**src/rtl/dss_pkg.sv**
```systemverilog
package dss_pkg;

  typedef enum logic [1:0] {
    ST_IDLE      = 2'd0,
    ST_WAIT_FS   = 2'd1,
    ST_WAIT_CONV = 2'd2,
    ST_RUN       = 2'd3
  } dss_state_e;

  // Next-state rule of the start sequencer.
  function automatic dss_state_e dss_next(input dss_state_e cur, input logic en,
                                          input logic fs_rise, input logic conv_rise,
                                          input logic last_frame);
    dss_state_e nxt;
    nxt = cur;
    if (!en) begin
      nxt = ST_IDLE;
    end else begin
      unique case (cur)
        ST_IDLE:      nxt = ST_WAIT_FS;
        ST_WAIT_FS:   if (fs_rise && last_frame) nxt = ST_WAIT_CONV;
        ST_WAIT_CONV: if (conv_rise) nxt = ST_RUN;
        ST_RUN:       nxt = ST_RUN;
        default:      nxt = ST_IDLE;
      endcase
    end
    return nxt;
  endfunction

  // Requests are allowed once at least one frame edge has been counted.
  function automatic logic dss_req(input dss_state_e cur, input logic en,
                                   input logic cnt_nz);
    return en && ((cur == ST_WAIT_FS && cnt_nz) || cur == ST_WAIT_CONV || cur == ST_RUN);
  endfunction

  function automatic logic dss_act(input dss_state_e cur, input logic en);
    return en && (cur == ST_RUN);
  endfunction

endpackage

```
**src/rtl/dss_edge_sync.sv**
```systemverilog
module dss_edge_sync #(
  parameter int STAGES = 2
) (
  input  logic clk,
  input  logic rst_n,
  input  logic d_i,
  output logic level_o,
  output logic rise_o
);
  logic [STAGES-1:0] chain;
  logic              prev;

  genvar g;
  generate
    for (g = 0; g < STAGES; g++) begin : g_stage
      if (g == 0) begin : g_first
        always_ff @(posedge clk) begin
          if (!rst_n) chain[0] <= 1'b0;
          else        chain[0] <= d_i;
        end
      end else begin : g_next
        always_ff @(posedge clk) begin
          if (!rst_n) chain[g] <= 1'b0;
          else        chain[g] <= chain[g-1];
        end
      end
    end
  endgenerate

  always_ff @(posedge clk) begin
    if (!rst_n) prev <= 1'b0;
    else        prev <= chain[STAGES-1];
  end

  assign level_o = chain[STAGES-1];
  assign rise_o  = chain[STAGES-1] & ~prev;
endmodule

```
**src/rtl/dss_frame_counter.sv**
```systemverilog
module dss_frame_counter #(
  parameter int LIMIT = 6,
  localparam int CW   = $clog2(LIMIT + 1)
) (
  input  logic          clk,
  input  logic          rst_n,
  input  logic          clr_i,
  input  logic          inc_i,
  output logic [CW-1:0] cnt_o,
  output logic          last_o,
  output logic          nz_o
);
  localparam logic [CW-1:0] LIM_V  = CW'(LIMIT);
  localparam logic [CW-1:0] LAST_V = CW'(LIMIT - 1);

  always_ff @(posedge clk) begin
    if (!rst_n)                          cnt_o <= '0;
    else if (clr_i)                      cnt_o <= '0;
    else if (inc_i && cnt_o != LIM_V)    cnt_o <= cnt_o + 1'b1;
  end

  assign last_o = (cnt_o == LAST_V);
  assign nz_o   = (cnt_o != '0);
endmodule

```
**src/rtl/dss_start_fsm.sv**
```systemverilog
module dss_start_fsm
  import dss_pkg::*;
(
  input  logic       clk,
  input  logic       rst_n,
  input  logic       en_i,
  input  logic       fs_rise_i,
  input  logic       conv_rise_i,
  input  logic       last_frame_i,
  output dss_state_e state_o
);
  dss_state_e nxt;

  always_comb nxt = dss_next(state_o, en_i, fs_rise_i, conv_rise_i, last_frame_i);

  always_ff @(posedge clk) begin
    if (!rst_n) state_o <= ST_IDLE;
    else        state_o <= nxt;
  end
endmodule

```
**src/rtl/dac_start_sync.sv**
```systemverilog
module dac_start_sync
  import dss_pkg::*;
#(
  parameter int SYNC_STAGES = 2,
  parameter int FS_COUNT    = 6,
  localparam int CNT_W      = $clog2(FS_COUNT + 1)
) (
  input  logic clk,
  input  logic rst_n,
  input  logic chan_en_i,
  input  logic fsync_i,
  input  logic cclk_i,
  output logic smp_req_o,
  output logic conv_act_o
);
  logic             fs_level, fs_rise;
  logic             cv_level, conv_rise;
  logic [CNT_W-1:0] fs_cnt;
  logic             last_frame, cnt_nz;
  logic             cnt_clr, cnt_inc;
  dss_state_e       state;

  dss_edge_sync #(.STAGES(SYNC_STAGES)) u_fs_sync (
    .clk(clk), .rst_n(rst_n), .d_i(fsync_i), .level_o(fs_level), .rise_o(fs_rise)
  );

  dss_edge_sync #(.STAGES(SYNC_STAGES)) u_cv_sync (
    .clk(clk), .rst_n(rst_n), .d_i(cclk_i), .level_o(cv_level), .rise_o(conv_rise)
  );

  assign cnt_clr = (state == ST_IDLE);
  assign cnt_inc = chan_en_i && fs_rise && (state == ST_WAIT_FS);

  dss_frame_counter #(.LIMIT(FS_COUNT)) u_cnt (
    .clk(clk), .rst_n(rst_n), .clr_i(cnt_clr), .inc_i(cnt_inc),
    .cnt_o(fs_cnt), .last_o(last_frame), .nz_o(cnt_nz)
  );

  dss_start_fsm u_fsm (
    .clk(clk), .rst_n(rst_n), .en_i(chan_en_i), .fs_rise_i(fs_rise),
    .conv_rise_i(conv_rise), .last_frame_i(last_frame), .state_o(state)
  );

  assign smp_req_o  = dss_req(state, chan_en_i, cnt_nz);
  assign conv_act_o = dss_act(state, chan_en_i);
endmodule

```
**config.mk**
```make
export PLATFORM = sky130hd
export DESIGN_NAME = dac_start_sync
export DESIGN_NICKNAME = d
export VERILOG_FILES = /design/src/rtl/dss_pkg.sv /design/src/rtl/dss_edge_sync.sv /design/src/rtl/dss_frame_counter.sv /design/src/rtl/dss_start_fsm.sv /design/src/rtl/dac_start_sync.sv
export SDC_FILE = /design/constraint.sdc
export NUM_CORES = 1
export LEC_CHECK = 0
export BUFFER_PORTS_ARGS = -buffer_cell sky130_fd_sc_hd__buf_2
export CAP_MARGIN = 40
export CORE_MARGIN = 2
export CORE_UTILIZATION = 30
export DETAILED_ROUTE_END_ITERATION = 10
export GPL_TIMING_DRIVEN = 0
export PLACE_DENSITY = 0.58
export SETUP_SLACK_MARGIN = 0.1
export SLEW_MARGIN = 0
export SYNTH_ARGS = -nofsm -noshare
export SYNTH_HDL_FRONTEND = slang
export SYNTH_HIERARCHICAL = 1
export SYNTH_SLANG_ARGS = --single-unit
```
**constraint.sdc**
```tcl
create_clock -name clk -period 3.6 [get_ports clk]
set_input_delay 0.18 -clock clk [delete_from_list [all_inputs] [get_ports clk]]
set_output_delay 0.18 -clock clk [all_outputs]
set_load 0.05 [all_outputs]
```
== Word-level counts from Yosys, hierarchy flattened ==
Cells that the tools add are included.
Storage, ports and cells
  input bits: 5
  bits in registers: 11
Operators by class
  reductions and logical operators: 14
  eq/ne operators: 7
  $add $sub $neg: 1
  multiplexer cells: 3
  bitwise logic cells: 5
Operators with widths (number)
  one-hot mux 2 bit (4 select lines): 1
  logical AND 1 bit: 7
  == test 2 bit (second input constant): 2
  2-to-1 mux 2 bit: 2
  AND reduction 2 bit: 2
  adder 3 x 1 -> 3 bit (second input constant): 1
  == test 3 bit (second input constant): 1
  inequality test 3 bit (second input constant): 1
  inverter 1 bit: 3
  nonzero test 3 bit: 1
  AND 1 bit: 2
  == test 2 x 1 -> 1 bit (second input constant): 1
  logical NOT 2 bit: 1
  logical OR 1 bit: 2
  inequality test 2 x 1 -> 1 bit (second input constant): 1
  inequality test 2 bit (second input constant): 1
  OR reduction 2 bit: 1

== Logic depth before layout (Yosys ltp) ==
  word-level depth: 5
  gate-level depth with buffers: 5

== By module ==
The synthesis kept the hierarchy.
By module, submodules not included
  dss_frame_counter: times used 1, area an instance 219.0 um^2, seq. area each 60.1 um^2, cells an instance 21
  dss_edge_sync: times used 2, area an instance 92.6 um^2, seq. area each 60.1 um^2, cells an instance 7
  dss_start_fsm: times used 1, area an instance 81.3 um^2, seq. area each 40.0 um^2, cells an instance 8
  dac_start_sync: times used 1, area an instance 32.5 um^2, seq. area each 0.0 um^2, cells an instance 5

== Worst setup path before layout ==
Ideal clock, no wire load.
  path type: register -> output
  start: register u_cnt.cnt_o[0]
  end: output smp_req_o
  cell stages (with the launch flop): 6
  arrival time: 1.432 ns
  slack: 1.988 ns
  cells stage by stage: dfxtp_1 > inv_1 > ha_1 > nand2b_1 > a21oi_1 > nor2b_1
Between the ends
  longest elaborated chain between the ends: 5
RTL lines
  start, declared: RTL line dss_frame_counter.sv:9  | output logic [CW-1:0] cnt_o,
  start signal, assigned: RTL line dss_frame_counter.sv:19  | else if (inc_i && cnt_o != LIM_V) cnt_o <= cnt_o + 1'b1;
  nonzero test 3 bit: RTL line dss_frame_counter.sv:23  | assign nz_o = (cnt_o != '0);
  via cnt_nz: RTL line dac_start_sync.sv:19  | logic last_frame, cnt_nz;
  logical AND 1 bit: RTL line dss_pkg.sv:33  | return en && ((cur == ST_WAIT_FS && cnt_nz) || cur == ST_WAIT_CONV || cur == ST_RUN);
  logical OR 1 bit (2 in a row): RTL line dss_pkg.sv:33
  logical AND 1 bit: RTL line dss_pkg.sv:33
  end, declared: RTL line dac_start_sync.sv:13  | output logic smp_req_o,
The timed path passes the listed nets, and every way through them passes these cells.

== Final worst setup path ==
Ends and elaborated chain as after synthesis.

==> run_results.csv <==
group,metric,value,unit
floorplan,die_x,45.56,um
cells_and_area,nets,68,
power_and_ir_drop,peakVddDrop,0.1570,mV
timing,fin_skew,0.004056,ns
timing,finalCritPeriodShare,45.48,%
power_and_ir_drop,power.density,372.7,mW/mm^2
timing,slew_headroom,79.94,%
synth,synth_area,518.0,um^2
synth,seq_area_frac_synth,42.51,%
cts,cts_root_buf,"clkbuf_4",
placed_design,port_buffers,6,
placed_design,detailed_place_hpwl,526.9,um
worst_hold_path,hp-class,"input port to flop",
routing,drc,0,
power_and_ir_drop,p_seq_share,57.2,%
setup_path,start_kind,"flop",
setup_path,cpPeakStageDelay,0.40,ns
setup_path,end_kind,"output port",
cts,htreeDepth,1,
setup_path,cp_max_fo,5,
placed_design,gp_congestion,0.6742,
routing,post_drt_wl_per_cell,9.813,um
global_routing,antenna_found_initial,0,
routing,vias,350,
global_routing,grt_usage,8.611,%
synth,synth.distinct_cells,20,
power_and_ir_drop,p_int,174.0,uW
synth,synth_seq_cells,11,
job,drv_cap,0,
cells_and_area,nFillCells,174,
cts,hold_buffers,0,
cts,cts_resized,0,
cts,cts.reportedPaths.clkPinSlew,0.07,ns
synth,synthArstFlopShare,0,%
floorplan,start_util,31.01,%
cts,cts_buffer_depth,2,
power_and_ir_drop,power.total,221.9,uW
synth,synth-edff-count,0,
cells_and_area,diodes,0,
synth,yosys-top-cells-area,"dfxtp_1, ha_1, and2_1",
floorplan,die_h,45.56,um
routing,ant_nets,0,
timing,finalCriticalPeriod,1.637,ns
floorplan,rows,15,
cts,cts_setup_buffers,0,
outcome,outcome,"finished, final reports clean",
synth,synth_flop_cell,"dfxtp_1",
routing,drt_iter0_markers,9,
routing,routed_wl,736,um
cts,cts-buffers-inserted,3,
timing,slew_violations,0,
timing,rsz0062_at_grt,"false",
cts,clock_latency,0.27,ns
synth,synth.avg_cell_area,10.79,um^2
cts,clkSinkCount,11,
timing,timing.fmax,610.7,MHz
synth,synthTopCellsByCount,"dfxtp_1, and2_1, ha_1, and4b_1, nand3b_1",
synth,yosysTopAreaCell,"dfxtp_1",
setup_path,crit_buf_inv,2,
cells_and_area,syn_to_final_growth,14.98,%
setup_path,critical-path-top-delay-family,"flip-flops",
cts,cts_tree,"built",
synth,yosysWarnings,6,
power_and_ir_drop,p_sw,47.91,uW
routing,viasPerCell,4.667,
timing,worstMarginPinSlew,0.2999,ns
floorplan,core_area,0.001670,mm^2
power_and_ir_drop,power.leakage,0.0002489,uW
timing,setup_violations,0,
global_routing,grt-ovfl-total,0,
power_and_ir_drop,clockPowerShare,38.0,%
global_routing,grt_pass1_vias,284,
timing,setup_tns,0,ns
synth,synth_most_common_cell,"dfxtp_1",
global_routing,grt_pass1_wl,1.173,mm
setup_path,critical_path_class,"flop to output port",
timing,hold_violations,0,
cells_and_area,layout-drive-gt1-share,24.14,%
floorplan,dieArea,0.002075,mm^2
floorplan,io_pins,7,
power_and_ir_drop,combPwrFrac,4.8,%
setup_path,crit_path_top_delay_cell,"dfxtp_1",
synth,syn_inst,48,
setup_path,crit_arrival,1.46,ns
setup_path,crit_chain,"inv_1 -> ha_1 -> nand2b_1 -> a21oi_1 -> nor2b_1 -> buf_2",
synth,synth_nets,57,
routing,drt-pass1-iter-count,3,
setup_path,worst_ep_required_time,3.42,ns
power_and_ir_drop,swShare,21.59,%
synth,synthDominantCellAreaShare,42.51,%
global_routing,grt_max_degree,13,
[worst reg2reg max path, cell delays in order (launching register included)]
cell and delay (ns):
dfxtp_1 0.32, nor2b_4 0.14, and4b_1 0.24, a21boi_1 0.30, mux2i_1 0.21
[layout make-up]
cell class	instances	area [um^2]	area share [%]
inverters	2	7.507	1.261
multi-input cells	35	290.3	48.74
repair buffers	6	30.03	5.042
well taps	17	21.27	3.571
clock buffers	4	26.28	4.412
flip-flops and latches	11	220.2	36.97
[sequential cells by signal (all words and copies together), names as in the netlist]
signal / count
u_cnt/cnt_o: 3
u_cv_sync/chain: 1
u_cv_sync/level_o: 1
u_cv_sync/prev: 1
u_fs_sync/chain: 1
u_fs_sync/level_o: 1
u_fs_sync/prev: 1
u_fsm/state_o: 2
[through the flow]
stage          utilization [%]  setup WS [ns]  cell area (um^2)  std cells  hold slack, ns
3_3_place_gp             34.08          2.281             569.3         71          0.3874
6_report                 35.66          1.963             595.6         75          0.1136
4_1_cts                  35.66          1.947             595.6         75         0.09979
2_1_floorplan                -          1.988             518.0         48          0.3017
3_5_place_dp             34.08          2.259             569.3         71          0.3903
5_1_grt                  35.66          1.852             595.6         75         0.09859
[cells by family (layout without fill, tap and decap cells)]
kind of cell | count (synthesis) | in the layout | share of synthesized area [%]
buffers and inverters | 2 | 12 | 1.450
adders and majority gates | 4 | 4 | 9.662
AOI/OAI and AO/OA | 4 | 4 | 4.591
muxes | 2 | 2 | 3.865
and+or+nand+nor | 25 | 25 | 37.92
DFF | 11 | 11 | 42.51
[power by group through the flow]
stage          Sequential [uW]  Clock [uW]  Combinational (uW)
2_1_floorplan              129           0                6.42
3_3_place_gp               130           0                10.9
3_5_place_dp               130           0                10.9
4_1_cts                    127        90.9                10.9
5_1_grt                    127        95.9                12.0
6_report                   127        84.4                10.6
[per-layer routing]
layer,global-route usage [%],routed length (um)
met4,8.824,19
met3,3.571,34
met2,9.859,318
met1,11.22,364
met5,0,0
[worst paths after layout]
path,startpoint,end,slack (ns),cells past startpoint
worst min-delay path,cclk_i,u_cv_sync/chain[0],0.11,2
worst max-delay path,u_cnt/cnt_o[0],smp_req_o,1.96,6
worst max register to register,u_fs_sync/level_o,u_cnt/cnt_o[1],2.32,4
worst min register to register,u_fs_sync/chain[0],u_fs_sync/level_o,0.42,1
[cell usage in the layout (no fill, tap or decap), types with 2 or more instances in the layout]
master	Yosys	final
dfxtp_1	11	11
nor2b_4	2	2
buf_2	0	6
nor2_1	2	2
clkbuf_4	0	3
nand3b_1	3	3
inv_1	2	2
and4b_1	3	3
mux2i_1	2	2
and2_1	7	7
ha_1	4	4
a21oi_1	2	2
(Power assumes the default switching activity.)
